### src/rtl/mesi_sb_pkg.sv
package mesi_sb_pkg;

    typedef enum logic [1:0] {
        ST_I = 2'd0,
        ST_S = 2'd1,
        ST_E = 2'd2,
        ST_M = 2'd3
    } mesi_t;

    localparam logic [1:0] OP_LOAD  = 2'd0;
    localparam logic [1:0] OP_STORE = 2'd1;
    localparam logic [1:0] OP_BAR   = 2'd2;

endpackage

### src/rtl/mesi_sbuf.sv
module mesi_sbuf #(
    parameter int DEPTH = 4,
    parameter int AW    = 4,
    parameter int DW    = 8
) (
    input  logic          clk,
    input  logic          rst_n,
    input  logic          push,
    input  logic [AW-1:0] push_addr,
    input  logic [DW-1:0] push_data,
    input  logic          pop,
    input  logic          mark_all,
    input  logic [AW-1:0] look_addr,
    output logic          full,
    output logic          any_marked,
    output logic          head_valid,
    output logic [AW-1:0] head_addr,
    output logic [DW-1:0] head_data,
    output logic          fwd_hit,
    output logic [DW-1:0] fwd_data
);

    typedef struct packed {
        logic [DEPTH-1:0]         vld;
        logic [DEPTH-1:0]         mrk;
        logic [DEPTH-1:0][AW-1:0] adr;
        logic [DEPTH-1:0][DW-1:0] dat;
    } sb_t;

    sb_t sb_d, sb_q;

    always_comb begin
        logic placed;
        sb_d   = sb_q;
        placed = 1'b0;
        if (mark_all) sb_d.mrk = sb_q.vld;
        if (pop) begin
            for (int i = 0; i < DEPTH - 1; i++) begin
                sb_d.vld[i] = sb_d.vld[i+1];
                sb_d.mrk[i] = sb_d.mrk[i+1];
                sb_d.adr[i] = sb_d.adr[i+1];
                sb_d.dat[i] = sb_d.dat[i+1];
            end
            sb_d.vld[DEPTH-1] = 1'b0;
            sb_d.mrk[DEPTH-1] = 1'b0;
        end
        if (push) begin
            for (int i = 0; i < DEPTH; i++) begin
                if (!placed && !sb_d.vld[i]) begin
                    sb_d.vld[i] = 1'b1;
                    sb_d.mrk[i] = 1'b0;
                    sb_d.adr[i] = push_addr;
                    sb_d.dat[i] = push_data;
                    placed      = 1'b1;
                end
            end
        end
    end

    always_ff @(posedge clk) begin
        if (!rst_n) sb_q <= '0;
        else        sb_q <= sb_d;
    end

    // newest matching entry wins: higher slots are younger
    always_comb begin
        fwd_hit  = 1'b0;
        fwd_data = '0;
        for (int i = 0; i < DEPTH; i++) begin
            if (sb_q.vld[i] && sb_q.adr[i] == look_addr) begin
                fwd_hit  = 1'b1;
                fwd_data = sb_q.dat[i];
            end
        end
    end

    assign full       = &sb_q.vld;
    assign any_marked = |sb_q.mrk;
    assign head_valid = sb_q.vld[0];
    assign head_addr  = sb_q.adr[0];
    assign head_data  = sb_q.dat[0];

    // the controller never pushes into a full buffer
    a_r11_no_overflow: assert property (@(posedge clk) disable iff (!rst_n)
        push |-> !full);

endmodule

### src/rtl/mesi_lines.sv
module mesi_lines
    import mesi_sb_pkg::*;
#(
    parameter int NL = 4,
    parameter int TW = 2,
    parameter int DW = 8,
    parameter int IW = 2
) (
    input  logic                   clk,
    input  logic                   rst_n,
    input  logic                   dr_en,
    input  logic [IW-1:0]          dr_idx,
    input  logic [DW-1:0]          dr_data,
    input  logic                   st_en,
    input  logic [IW-1:0]          st_idx,
    input  logic [DW-1:0]          st_data,
    input  logic                   fl_en,
    input  logic [IW-1:0]          fl_idx,
    input  logic [TW-1:0]          fl_tag,
    input  logic [DW-1:0]          fl_data,
    input  logic                   sn_en,
    input  logic [IW-1:0]          sn_idx,
    input  mesi_t                  sn_state,
    output mesi_t [NL-1:0]         state_o,
    output logic  [NL-1:0][TW-1:0] tag_o,
    output logic  [NL-1:0][DW-1:0] data_o
);

    typedef struct packed {
        mesi_t [NL-1:0]         st;
        logic  [NL-1:0][TW-1:0] tg;
        logic  [NL-1:0][DW-1:0] dt;
    } ln_t;

    ln_t ln_d, ln_q;

    always_comb begin
        ln_d = ln_q;
        if (dr_en) begin
            ln_d.dt[dr_idx] = dr_data;
            ln_d.st[dr_idx] = ST_M;
        end
        if (st_en) begin
            ln_d.dt[st_idx] = st_data;
            ln_d.st[st_idx] = ST_M;
        end
        if (fl_en) begin
            ln_d.dt[fl_idx] = fl_data;
            ln_d.tg[fl_idx] = fl_tag;
            ln_d.st[fl_idx] = ST_E;
        end
        if (sn_en) ln_d.st[sn_idx] = sn_state;
    end

    always_ff @(posedge clk) begin
        if (!rst_n) ln_q <= '0;
        else        ln_q <= ln_d;
    end

    assign state_o = ln_q.st;
    assign tag_o   = ln_q.tg;
    assign data_o  = ln_q.dt;

endmodule

### src/rtl/mesi_sb_cache.sv
module mesi_sb_cache
    import mesi_sb_pkg::*;
#(
    parameter int AW       = 4,
    parameter int DW       = 8,
    parameter int NL       = 4,
    parameter int SB_DEPTH = 4
) (
    input  logic          clk,
    input  logic          rst_n,
    input  logic          cpu_valid,
    input  logic [1:0]    cpu_op,
    input  logic [AW-1:0] cpu_addr,
    input  logic [DW-1:0] cpu_wdata,
    output logic          cpu_stall,
    output logic          cpu_rvalid,
    output logic          cpu_rhit,
    output logic [DW-1:0] cpu_rdata,
    output logic          req_valid,
    output logic          req_inv,
    output logic [AW-1:0] req_addr,
    input  logic          fill_valid,
    input  logic [AW-1:0] fill_addr,
    input  logic [DW-1:0] fill_data,
    input  logic          snp_valid,
    input  logic          snp_inv,
    input  logic [AW-1:0] snp_addr,
    output logic          rsp_valid,
    output logic [DW-1:0] rsp_data,
    output logic          ack_valid,
    output logic          wb_valid,
    output logic [AW-1:0] wb_addr,
    output logic [DW-1:0] wb_data
);

    localparam int IW = $clog2(NL);
    localparam int TW = AW - IW;

    typedef struct packed {
        logic          outst;
        logic          req_v;
        logic          req_i;
        logic [AW-1:0] req_a;
        logic          wb_v;
        logic [AW-1:0] wb_a;
        logic [DW-1:0] wb_d;
        logic          p_rsp;
        logic          p_ack;
        logic [DW-1:0] p_dat;
        logic          rsp_v;
        logic [DW-1:0] rsp_d;
        logic          ack_v;
        logic          ld_v;
        logic          ld_h;
        logic [DW-1:0] ld_d;
    } ctl_t;

    ctl_t c_d, c_q;

    mesi_t [NL-1:0]         st_a;
    logic  [NL-1:0][TW-1:0] tg_a;
    logic  [NL-1:0][DW-1:0] dt_a;

    logic          sb_full, sb_marked, sb_hv, sb_fwd;
    logic [AW-1:0] sb_ha;
    logic [DW-1:0] sb_hd, sb_fd;

    logic          acc, is_ld, is_st, is_bar, direct, push, drain, need_req;
    logic          sn_en;
    mesi_t         sn_state;
    logic [IW-1:0] cidx, hidx, sidx, fidx;
    logic [TW-1:0] ctag, htag, stag, ftag;
    logic          c_own, h_match, h_own, s_hit, s_own;

    always_comb begin
        cidx = cpu_addr[IW-1:0];
        ctag = cpu_addr[AW-1:IW];
        hidx = sb_ha[IW-1:0];
        htag = sb_ha[AW-1:IW];
        sidx = snp_addr[IW-1:0];
        stag = snp_addr[AW-1:IW];
        fidx = fill_addr[IW-1:0];
        ftag = fill_addr[AW-1:IW];

        cpu_stall = sb_full || snp_valid;
        acc       = cpu_valid && !cpu_stall;
        is_ld     = acc && cpu_op == OP_LOAD;
        is_st     = acc && cpu_op == OP_STORE;
        is_bar    = acc && cpu_op == OP_BAR;

        c_own   = tg_a[cidx] == ctag && (st_a[cidx] == ST_M || st_a[cidx] == ST_E);
        h_match = tg_a[hidx] == htag;
        h_own   = h_match && (st_a[hidx] == ST_M || st_a[hidx] == ST_E);
        s_hit   = tg_a[sidx] == stag && st_a[sidx] != ST_I;
        s_own   = s_hit && (st_a[sidx] == ST_M || st_a[sidx] == ST_E);

        direct   = is_st && c_own && !sb_marked && !sb_fwd && !fill_valid;
        push     = is_st && !direct;
        drain    = sb_hv && h_own && !snp_valid && !fill_valid;
        need_req = sb_hv && !h_own && !c_q.outst && !fill_valid;

        sn_en    = snp_valid && (snp_inv ? s_hit : s_own);
        sn_state = snp_inv ? ST_I : ST_S;
    end

    always_comb begin
        c_d       = c_q;
        c_d.req_v = need_req;
        c_d.req_i = h_match && st_a[hidx] == ST_S;
        c_d.req_a = sb_ha;
        c_d.outst = (c_q.outst || need_req) && !fill_valid;

        c_d.wb_v = 1'b0;
        if (snp_valid && s_hit && st_a[sidx] == ST_M) begin
            c_d.wb_v = 1'b1;
            c_d.wb_a = snp_addr;
            c_d.wb_d = dt_a[sidx];
        end else if (fill_valid && st_a[fidx] == ST_M && tg_a[fidx] != ftag) begin
            c_d.wb_v = 1'b1;
            c_d.wb_a = {tg_a[fidx], fidx};
            c_d.wb_d = dt_a[fidx];
        end

        c_d.p_rsp = snp_valid && !snp_inv && s_own;
        c_d.p_ack = snp_valid && snp_inv;
        c_d.p_dat = dt_a[sidx];
        c_d.rsp_v = c_q.p_rsp;
        c_d.rsp_d = c_q.p_dat;
        c_d.ack_v = c_q.p_ack;

        c_d.ld_v = is_ld;
        c_d.ld_h = sb_fwd || (tg_a[cidx] == ctag && st_a[cidx] != ST_I);
        c_d.ld_d = sb_fwd ? sb_fd : dt_a[cidx];
    end

    always_ff @(posedge clk) begin
        if (!rst_n) c_q <= '0;
        else        c_q <= c_d;
    end

    mesi_sbuf #(.DEPTH(SB_DEPTH), .AW(AW), .DW(DW)) u_sbuf (
        .clk        (clk),
        .rst_n      (rst_n),
        .push       (push),
        .push_addr  (cpu_addr),
        .push_data  (cpu_wdata),
        .pop        (drain),
        .mark_all   (is_bar),
        .look_addr  (cpu_addr),
        .full       (sb_full),
        .any_marked (sb_marked),
        .head_valid (sb_hv),
        .head_addr  (sb_ha),
        .head_data  (sb_hd),
        .fwd_hit    (sb_fwd),
        .fwd_data   (sb_fd)
    );

    mesi_lines #(.NL(NL), .TW(TW), .DW(DW), .IW(IW)) u_lines (
        .clk      (clk),
        .rst_n    (rst_n),
        .dr_en    (drain),
        .dr_idx   (hidx),
        .dr_data  (sb_hd),
        .st_en    (direct),
        .st_idx   (cidx),
        .st_data  (cpu_wdata),
        .fl_en    (fill_valid),
        .fl_idx   (fidx),
        .fl_tag   (ftag),
        .fl_data  (fill_data),
        .sn_en    (sn_en),
        .sn_idx   (sidx),
        .sn_state (sn_state),
        .state_o  (st_a),
        .tag_o    (tg_a),
        .data_o   (dt_a)
    );

    assign req_valid  = c_q.req_v;
    assign req_inv    = c_q.req_i;
    assign req_addr   = c_q.req_a;
    assign wb_valid   = c_q.wb_v;
    assign wb_addr    = c_q.wb_a;
    assign wb_data    = c_q.wb_d;
    assign rsp_valid  = c_q.rsp_v;
    assign rsp_data   = c_q.rsp_d;
    assign ack_valid  = c_q.ack_v;
    assign cpu_rvalid = c_q.ld_v;
    assign cpu_rhit   = c_q.ld_h;
    assign cpu_rdata  = c_q.ld_d;

    // a writeback only ever follows a snoop or a fill
    a_r9_wb_has_cause: assert property (@(posedge clk) disable iff (!rst_n)
        wb_valid |-> $past(snp_valid || fill_valid));

    // a data response answers a snoop read two cycles earlier
    a_r8_rsp_after_read: assert property (@(posedge clk) disable iff (!rst_n)
        rsp_valid |-> $past(snp_valid && !snp_inv, 2));

    // every invalidate is acknowledged two cycles after sampling
    a_r10_ack_after_inv: assert property (@(posedge clk) disable iff (!rst_n)
        (snp_valid && snp_inv) |=> ##1 ack_valid);

    // requests never come back to back
    a_r5_single_request: assert property (@(posedge clk) disable iff (!rst_n)
        req_valid |=> !req_valid);

    // the stall is raised whenever a snoop is presented
    a_r11_stall_on_snoop: assert property (@(posedge clk) disable iff (!rst_n)
        snp_valid |-> cpu_stall);

endmodule

### config.mk
export PLATFORM = sky130hd
export DESIGN_NAME = mesi_sb_cache
export DESIGN_NICKNAME = d
export VERILOG_FILES = /design/src/rtl/mesi_sb_pkg.sv /design/src/rtl/mesi_sbuf.sv /design/src/rtl/mesi_lines.sv /design/src/rtl/mesi_sb_cache.sv
export SDC_FILE = /design/constraint.sdc
export NUM_CORES = 1
export LEC_CHECK = 0
export ABC_AREA = 1
export BUFFER_PORTS_ARGS = -buffer_cell sky130_fd_sc_hd__clkbuf_2
export CAP_MARGIN = 15
export CELL_PAD_IN_SITES_DETAIL_PLACEMENT = 0
export CELL_PAD_IN_SITES_GLOBAL_PLACEMENT = 2
export CORE_UTILIZATION = 30
export DETAILED_ROUTE_END_ITERATION = 12
export GPL_ROUTABILITY_DRIVEN = 0
export PLACE_DENSITY = 0.74
export SYNTH_ARGS = -nofsm -noshare
export SYNTH_HDL_FRONTEND = slang
export SYNTH_SLANG_ARGS = --single-unit
### constraint.sdc
create_clock -name clk -period 2.2 [get_ports clk]
set_input_delay 0.66 -clock clk [delete_from_list [all_inputs] [get_ports clk]]
set_output_delay 0.66 -clock clk [all_outputs]
set_load 0.02 [all_outputs]
### Word level (Yosys, flattened, before mapping)

Index checks and enable logic that the tools add are counted.

| storage, ports and cells | value |
|---|---|
| bits of input ports | 36 |
| memories | 0 |
| latch bits | 0 |
| bits in registers | 154 |
| RAM bits | 0 |
| logic and storage cells | 224 |
| memory bits (read-only) | 0 |
| output and inout bits | 40 |

| operators by class | value |
|---|---|
| muxes and demuxes | 86 |
| magnitude comparators | 8 |
| divide/modulo/power cells | 0 |
| multipliers | 0 |
| shifts and indexed selects | 0 |
| equal/unequal tests | 18 |
| reductions and logical operators | 69 |
| bitwise logic cells | 5 |
| add/subtract/negate cells | 0 |

Operators by type and width:

| operator | number |
|---|---|
| $mux W8 | 19 |
| $bwmux W32 | 3 |
| $mux W32 | 2 |
| $mux W56 | 1 |
| $bmux W8 S2 | 3 |
| $demux W8 S2 | 3 |
| $mux W48 | 1 |
| $logic_and A1 B1 Y1 | 41 |
| $bmux W2 S2 | 8 |
| $mux W13 | 2 |
| $mux W2 | 12 |
| $mux W24 | 1 |
| $mux W4 | 5 |
| $mux W1 | 19 |
| $bwmux W8 | 2 |
| $demux W2 S2 | 4 |
| $eq A2 B2 Y1 const B | 8 |
| $eq A4 B4 Y1 | 4 |
| $or A8 B8 Y8 | 2 |
| $logic_not A1 Y1 | 15 |
| $lt A2 B3 Y1 const B | 4 |
| $mux W12 | 1 |
| $ge A2 B1 Y1 const B | 4 |
| $eq A2 B2 Y1 | 3 |
| other kinds (11) | 19 |

### Depth between registers and ports, before layout

Gate-level depths: netlist of the first run.

| logic depth | value |
|---|---|
| depth after elaboration | 24 |
| mapped depth | 18 |
| depth with buffers taken out | 17 |

### Hierarchy

From an unflattened synthesis of the first run, not the netlist that was laid out.

| second synthesis, totals | value |
|---|---|
| cells, all modules | 1449 |
| area total of the unflattened synthesis | 9207.6 um2 |

By module, submodules not included:

| module | area an instance (um2) | instances | sequential area each (um2) | cells an instance |
|---|---|---|---|---|
| mesi_sb_cache | 3457.1 | 1 | 1001.0 | 546 |
| mesi_sbuf | 3078.0 | 1 | 1121.1 | 482 |
| mesi_lines | 2672.6 | 1 | 960.9 | 421 |

### Worst setup path after synthesis of the first run

No wires, ideal clock.

| path | value |
|---|---|
| kind | input to register |
| start point | input port cpu_addr[2] |
| end point | register u_sbuf.sb_q[47] in the netlist's numbering |
| cell stages on the path | 15 |
| data arrival time | 2162 ps |
| setup time | 113 ps |
| path slack | -75 ps |
| cells stage by stage | buf_4 > inv_2 > nand2_1 > nand2_1 > nor2_2 > nand3b_4 > nand2_4 > nor2_8 > nand3_4 > nand2_4 > nor2_8 > nand3_4 > buf_4 > nor2_1 > nor2_1 |

| on the way | value |
|---|---|
| word-level cells in the longest chain between the ends | 12 |
| elaborated cells on any way between the ends | 22 |
| those cells by class | eq/ne: 5; mux: 4; reduce/logical: 13 |

RTL lines:

| what | RTL line | source |
|---|---|---|
| from (decl) | mesi_sb_cache.sv:13 | `input logic [AW-1:0] cpu_addr,` |
| $eq A4 B4 Y1 | mesi_sbuf.sv:70 | `if (sb_q.vld[i] && sb_q.adr[i] == look_addr) begin` |
| $logic_and A1 B1 Y1 | mesi_sbuf.sv:70 |  |
| $mux W1 (4 in series) | mesi_sbuf.sv:70 |  |
| $logic_not A1 Y1 | mesi_sb_cache.sv:97 | `direct = is_st && c_own && !sb_marked && !sb_fwd && !fill_valid;` |
| $logic_and A1 B1 Y1 * (2 in series) | mesi_sb_cache.sv:97 |  |
| $logic_not A1 Y1 * | mesi_sb_cache.sv:98 | `push = is_st && !direct;` |
| $logic_and A1 B1 Y1 * | mesi_sb_cache.sv:98 |  |
| $reduce_and A2 Y1 (no source line) * | - |  |
| to (signal assigned) | mesi_sbuf.sv:61 | `if (!rst_n) sb_q <= '0;` |
| to (signal assigned) | mesi_sbuf.sv:62 | `else sb_q <= sb_d;` |
| to (decl) | mesi_sbuf.sv:30 | `sb_t sb_d, sb_q;` |

Every way passes the cells marked *; elsewhere a longest branch is shown, timed or not.
A chain may end at the register's enable or synchronous reset.

### Final worst setup path of the first run

| path | value |
|---|---|
| start point | register u_sbuf.sb_q (netlist bit u_sbuf.head_addr[0]) |
| end point | register u_sbuf.sb_q[28] in the netlist's numbering |

| on the way | value |
|---|---|
| word-level cells in the longest chain between the ends | 22 |
| elaborated cells on any way between the ends | 40 |
| those cells by class | eq/ne: 4; mux: 15; reduce/logical: 21 |

RTL lines:

| what | RTL line | source |
|---|---|---|
| $bmux W2 S2 | mesi_sb_cache.sv:93 | `h_own = h_match && (st_a[hidx] == ST_M \|\| st_a[hidx] == ST_E);` |
| $mux W2 (not written as such) | mesi_sb_cache.sv:93 |  |
| $eq A2 B2 Y1 | mesi_sb_cache.sv:93 |  |
| $logic_or A1 B1 Y1 | mesi_sb_cache.sv:93 |  |
| $logic_and A1 B1 Y1 | mesi_sb_cache.sv:93 |  |
| $logic_and A1 B1 Y1 (3 in series) | mesi_sb_cache.sv:99 | `drain = sb_hv && h_own && !snp_valid && !fill_valid;` |
| $mux W8 | mesi_sbuf.sv:37 | `if (pop) begin` |
| $mux W1 | mesi_sbuf.sv:49 | `if (!placed && !sb_d.vld[i]) begin` |
| [4 not listed] | - |  |
| $mux W1 | mesi_sbuf.sv:47 | `if (push) begin` |
| $logic_not A1 Y1 | mesi_sbuf.sv:49 |  |
| $logic_and A1 B1 Y1 | mesi_sbuf.sv:49 |  |
| $mux W1 | mesi_sbuf.sv:49 |  |
| $mux W1 | mesi_sbuf.sv:47 |  |
| $logic_not A1 Y1 | mesi_sbuf.sv:49 |  |
| $logic_and A1 B1 Y1 | mesi_sbuf.sv:49 |  |
| $reduce_and A2 Y1 (no source line) * | - |  |

Every way passes the cells marked *; elsewhere a longest branch is shown, timed or not. The select of a mux whose other input is x is not followed.

==> qor.csv, run 1 <==
metric,value,unit
family with the most delay on the worst path,simple AND/OR/NAND/NOR gates,
Layout area overhead,27.44,%
total clock sinks,154,
Setup crit start kind,flip-flop,
largest family of logic cells by synthesized area,simple AND/OR/NAND/NOR gates,
post-DR vias/cell,4.756,
Post-DP HPWL,23.72,mm
CTS tree,yes,
sequential area share after synthesis,34.21,%
max_cap viols,0,
VDD IR max,0.0005162,V
CP Capture Type,flip-flop,
fin crit period,2.132,ns
synthesized cell area,9011,um^2
CP max stage delay,0.39,ns
Register-to-Register Path Depth,13,
status,"complete, no violations",
YS warnings,0,
chip height,175.3,um
critical setup path kind,flip-flop to flip-flop,
post-synthesis xor/xnor area fraction,0.2916,%
Routed Antenna Nets,0,
largest net degree at the start of global routing,63,
placed cell areas,10670,um^2
Syn Nets,1444,
pwr dens,587.7,nW/um^2
crit path cell chain,clkinvlp_4 > nand2_1 > nor2_1 > nor3_4 > nor2_8 > nand2_4 > nand2_2 > nand2_4 > buf_4 > nand3_4 > clkbuf_16 > nor2_1 > nor2_1,
Initial DRC Count,568,
R2R setup slack,0.07,ns
Worst Hold Class,input port to flip-flop,
"Avg Cell Area, Syn",6.400,um^2
total number of vias,9346,
Core Region,29560,um^2
global-route wire length before repair,49.75,mm
Num CTS Buffers,17,
f_max,469.1,MHz
antenna violations before repair,0,
reg-to-reg endpoint,u_sbuf.sb_q[28],
Pre-Repair DR Iteration Count,5,
post-layout util,38.85,%
synthesized netlist cell count,1408,
vias in the first global route,8596,
RSZ-0062 raised after global routing,true,
Yosys cell types,44,
Power Total,6.749,mW
final setup margin,0.06810,ns
worst slew pin tran,0.6392,ns
"Slew Viols, Final",0,
Die X,175.3,um
WL per Instance,16.41,um
Leak,5.488,nW
hold path cells,2,
Clock Latency Late Sink,0.45,ns
gr ovfl total,0,
Worst Path Buf+Inv,3,
Post-Synth Simple-Gate Area,34.60,%
critical path arrival,2.47,ns
hold buffers post-CTS,0,
Diodes inserted,0,
hold path startpoint,cpu_op[1],
Total GRT Usage,21.06,%
site row count,63,
Synth Area in Adders,0,%
Fin. Hold Viols,0,
"most common cell after layout, fill and taps aside",nand2_1,
clk slew on worst S/H paths,0.08,ns
Hold Crit Endpoint,cpu_rvalid,
# IOs,76,
CP dominant cell by count,nor2_1,
period utilisation layout,96.90,%
worst r2r src,u_sbuf.head_addr[0],
H-tree lvl count,4,
PortBufs,75,
Slew headroom,56.94,%
final WL,32.24,mm
Synth Area in Compound Gates,17.44,%
most frequent cells in the layout,"391 x nand2_1, 159 x inv_1, 154 x nor2_1, 149 x dfxtp_1, 127 x buf_4",
Synth Register Bits,154,
Final Cell Area,11480,um^2
Final setup violation count,0,
DRC,0,
initial cell density of the core,30.48,%
Die ar.,30730,um^2
Max Clock Skew,0.01379,ns
Crit path required time,2.54,ns
maximum fanout along the worst path,6,
mux cell area share after synthesis,0,%
Clock Path Buffers,2,
final setup TNS,0,ns
CP max stage cell,dfxtp_4,
final net count,1598,
layout cell share with drive strength beyond 1,21.59,%
Root Buffer Master,clkbuf_16,
"worst slack, placed",-0.4014,ns
[stage by stage]
step	instances	hold WS [ns]
final	1965	0.3845
after global routing	1965	0.3802
after CTS	1954	0.3690
after detailed placement	1922	0.3966
after global placement	1922	0.3941
after floorplan	1408	0.3905
[worst register-to-register path: cells and delay by family, from the launching register on]
kind,cells,cell delay (ns)
DFF,1,0.39
and+or+nand+nor,10,1.16
buffers and inverters,3,0.47
[state kept, by name, indices dropped and copies added (netlist names), named ones only]
name	cells
u_sbuf.head_valid	1
cpu_rvalid	1
cpu_rdata	8
rsp_valid	1
u_sbuf.sb_q	43
cpu_rhit	1
req_inv	1
rsp_data	8
c_q	1
c_d	10
wb_data	8
wb_addr	4
wb_valid	1
u_lines.state_o	8
u_lines.data_o	32
u_sbuf.head_data	8
u_sbuf.head_addr	4
req_valid	1
ack_valid	1
req_addr	4
[final cells by class]
type                    instances  area (um^2)
flip-flops and latches        154         3097
multi-input cells             986         4817
clock inverters                14        138.9
fillers                      3197        18080
clock buffers                  18        439.2
inverters                     174        664.4
well taps                     390        488.0
repair buffers                229         1839
[how the worst max path moves through the flow]
stage,startpoint,to,slack [ns],cells after the start
2_1_floorplan,cpu_addr[2],u_lines.data_o[24],-0.002,15
3_3_place_gp,cpu_addr[0],u_lines.data_o[17],-0.34,15
3_5_place_dp,cpu_addr[0],u_lines.data_o[17],-0.40,14
4_1_cts,u_sbuf.sb_q[53],cpu_stall,0.02,7
5_1_grt,u_sbuf.head_addr[0],u_sbuf.sb_q[46],-0.07,14
6_report,u_sbuf.head_addr[0],u_sbuf.sb_q[28],0.07,13
[cell usage after synthesis, drive strengths merged]
master | n | area share, %
a221oi | 16 | 1.6
clkinv | 4 | 0.17
nor3 | 8 | 0.75
nand3 | 100 | 6.6
o2111ai | 1 | 0.097
a22oi | 3 | 0.25
nand2 | 412 | 18
a21oi | 72 | 4.0
o41ai | 1 | 0.097
nor2 | 166 | 7.6
nor4 | 1 | 0.069
a211oi | 1 | 0.083
o211ai | 2 | 0.17
clkbuf | 33 | 1.4
a221o | 1 | 0.11
nand4 | 7 | 0.49
buf | 61 | 4.8
xnor2 | 3 | 0.29
o21ai | 120 | 6.7
nand3b | 13 | 1.3
o31ai | 7 | 0.58
a31oi | 3 | 0.21
o22ai | 49 | 3.5
dfxtp | 154 | 34
inv | 170 | 7.1
[kinds of logic after synthesis]
group / after synthesis
and+or+nand+nor: 707
xor gates and xnor gates: 3
AOI/OAI and AO/OA: 276
buffers and inverters: 268
DFF: 154
[timing repair]
action                     in CTS  in global routing
gates resized for setup         4                 64
setup buffers                   0                  8
pin swaps                       0                  9
setup endpoints to repair      60                 96
cloned                          0                  3
[per-layer routing]
| metal | global-route usage, % | routed length, um | up-vias |
|---|---|---|---|
| met1 | 29.66 | 15590 | 4231 |
| met2 | 32.80 | 14470 | 245 |
| met3 | 3.701 | 1597 | 34 |
| met4 | 5.906 | 578 | 0 |
| met5 | 0 | 0 | - |
| li1 | - | - | 4836 |
[power by group]
part,internal [mW],switching (mW),total [mW]
logic,0.303,0.489,0.792
registers,2.85,0.0667,2.92
clock network,1.62,1.42,3.04
Power figures use the tool's default switching activity.
==> inputs of run 2 (changes only) <==
--- a/config.mk
+++ b/config.mk
@@ -16,4 +16,5 @@
 export PLACE_DENSITY = 0.74
 export SYNTH_ARGS = -nofsm -noshare
 export SYNTH_HDL_FRONTEND = slang
+export SYNTH_HIERARCHICAL = 1
 export SYNTH_SLANG_ARGS = --single-unit
==> run 2 against run 1 <==
The flow now finishes with violations (setup timing). Area after synthesis is 2.2% higher. Sequential power hardly changed. Fmax is 13% lower. Cell count is 3.5% higher. Clock-buffer cell count is 4 higher. Via count is 8.7% higher. Critical endpoint is now u_sbuf/sb_q[16]. Synthesized cell count is 2.9% higher. Cell area is 12% higher. Highest routed layer unchanged. Clock skew is 0.0015 ns lower. Combinational power is 36% higher. Sequential share of layout area is 2.8 points lower. Routed wire length is 14% higher.
==> qor.csv, run 2 <==
metric,value,unit
status,"complete, but fails checks",
failing checks,setup timing,
largest net degree at the start of global routing,29,
Initial DRC Count,731,
RSZ-0062 raised after global routing,true,
Clock power frac,46.0,%
WL per Instance,18.07,um
switch share,27.30,%
Yosys cell types,44,
YS warnings,6,
chip height,177.2,um
pwr dens,578.6,nW/um^2
Total GRT Usage,23.54,%
Diodes inserted,0,
worst r2r src,u_sbuf/sb_q[47],
Worst Path Buf+Inv,8,
total clock sinks,154,
Root Buffer Master,clkbuf_16,
Post-DP HPWL,24.23,mm
# IOs,76,
antenna violations before repair,0,
Setup crit end,u_sbuf/sb_q[16],
Routed Antenna Nets,0,
number of flops mapped to enable cells by yosys,0,
final std cells w/o fill,2033,
R2R setup slack,-0.24,ns
CTS tree,yes,
f_max,409.1,MHz
"Avg Cell Area, Syn",6.354,um^2
max reg flops,43,
period utilisation layout,111.1,%
"Slew Viols, Final",0,
H-tree lvl count,4,
Synth area leaders,"dfxtp_1 33%, nand2_1 12%, o21ai_0 11%",
post-DR vias/cell,4.998,
Core Region,29950,um^2
gr ovfl total,0,
critical setup path kind,flip-flop to flip-flop,
"Async S/R FF share, synth",0,%
most frequent cells in the layout,"265 x nand2_1, 164 x o21ai_0, 155 x buf_4, 150 x inv_1, 138 x dfxtp_1",
"count leader, synth",nand2_1,
final WL,36.75,mm
Combinational Power Share,14.5,%
sequential area share after synthesis,33.48,%
Flop pwr share,39.5,%
site row count,63,
Layout area overhead,39.79,%
clk slew on worst S/H paths,0.06,ns
Final Cell Area,12870,um^2
hold path cells,2,
layout cell share with drive strength beyond 1,30.25,%
Leak,5.568,nW
synthesized netlist cell count,1449,
synthesized cell area,9208,um^2
initial cell density of the core,30.74,%
Slew headroom,62.39,%
Max Clock Skew,0.01227,ns
family with the most delay on the worst path,buffers and inverters,
maximum fanout along the worst path,6,
ys flop type,dfxtp_1,
DRC,0,
met1 Use GR,31.17,%
reg-to-reg endpoint,u_sbuf/sb_q[16],
global-route track usage on met2,38.79,%
placed cell areas,10780,um^2
Largest Register,u_sbuf/sb_q,
met3 Resource Use GR,4.124,%
fin crit period,2.444,ns
Die ar.,31400,um^2
Fin. Hold Viols,0,
"worst slack, placed",-1.111,ns
CP max stage cell,dfxtp_2,
Inst Count DP,1938,
final setup TNS,-13.22,ns
Die X,177.2,um
Commonest cells post-synth,"283 x nand2_1, 209 x o21ai_0, 165 x inv_1",
global-route wire length before repair,56.02,mm
worst slew pin tran,0.5635,ns
total number of vias,10160,
PortBufs,75,
Yosys top cell area share,33.48,%
beginning of the critical path,u_sbuf/sb_q[47],
P_int,5.414,mW
Worst Hold Class,input port to flip-flop,
Crit path required time,2.58,ns
VDD IR max,0.0004830,V
Yosys top cell by area,dfxtp_1,
final setup margin,-0.2442,ns
Pre-Repair DR Iteration Count,7,
Crit. path cell count,16,
Power Total,7.447,mW
crit path cell chain,inv_1 > o22ai_1 > nand3b_1 > nand4_1 > clkinv_2 > nand3_4 > o31ai_4 > inv_2 > buf_6 > nand2_8 > buf_6 > nor3_4 > buf_12 > clkbuf_16 > buf_4 > a21oi_2,
critical path arrival,2.83,ns
"most common cell after layout, fill and taps aside",nand2_1,
Setup crit start kind,flip-flop,
vias in the first global route,9415,
Switch Pwr,2.033,mW
Register-to-Register Path Depth,16,
CP dominant cell by count,buf_6,
CP Capture Type,flip-flop,
Final setup violation count,92,
Clock Path Buffers,2,
busiest grt layer,met2,
final net count,1666,
Clock Latency Late Sink,0.45,ns
CP max stage delay,0.36,ns
max_cap viols,0,
Num CTS Buffers,17,
Synth Register Bits,154,
run 2: power by group through the flow:
stage | combinational (mW) | clock, mW | sequential [mW]
after floorplan | 0.611 | 0 | 2.99
after global placement | 0.965 | 0 | 3.01
after detailed placement | 0.963 | 0 | 3.01
after CTS | 1.04 | 3.48 | 2.94
after global routing | 1.18 | 3.61 | 2.95
final | 1.08 | 3.43 | 2.94
run 2: worst min-delay path by stage:
stage / slack [ns] / endpoint / from
CTS: 0.38 / c_d[19] / snp_inv
floorplan: 0.39 / ack_valid / c_d[10]
global placement: 0.39 / rsp_valid / c_d[19]
finish: 0.40 / c_d[19] / snp_inv
detailed placement: 0.40 / rsp_data[4] / c_d[15]
global route: 0.39 / c_d[19] / snp_inv
run 2: final cells by class:
| type | count | area [um^2] |
|---|---|---|
| timing repair buffer | 274 | 2367 |
| multi-input combinational | 1009 | 5527 |
| tap | 390 | 488.0 |
| inverter | 174 | 703.2 |
| clock inverter | 10 | 186.4 |
| clock buffer | 22 | 484.2 |
| fill | 3151 | 17080 |
| sequential | 154 | 3115 |
run 2: layer usage:
layer | up-vias | wire length [um]
met2 | 324 | 17230
met1 | 4683 | 16630
li1 | 5096 | -
met5 | - | 0
met4 | 0 | 990
met3 | 58 | 1894
run 2: logic make-up after synthesis:
group / count (synthesis) / synth area share (%)
other: 1 / 0.04073
buffers and inverters: 297 / 15.03
flip-flops: 154 / 33.48
XOR/XNOR: 6 / 0.5707
AO/OA/AOI/OAI: 399 / 22.76
AND/OR/NAND/NOR: 592 / 28.12
run 2: repair_timing:
| item | in CTS | in global routing |
|---|---|---|
| resized for setup | 152 | 78 |
| cloned | 13 | 3 |
| hold buffers | 0 | 0 |
| setup endpoints to repair | 94 | 95 |
| pin swaps | 55 | 27 |
| setup buffers | 37 | 13 |
run 2: per-stage QoR:
step / utilization, % / hold WS (ns)
2_1_floorplan: - / 0.3905
4_1_cts: 41.77 / 0.3844
6_report: 42.97 / 0.3966
5_1_grt: 42.97 / 0.3946
3_5_place_dp: 36.00 / 0.3972
3_3_place_gp: 36.00 / 0.3940
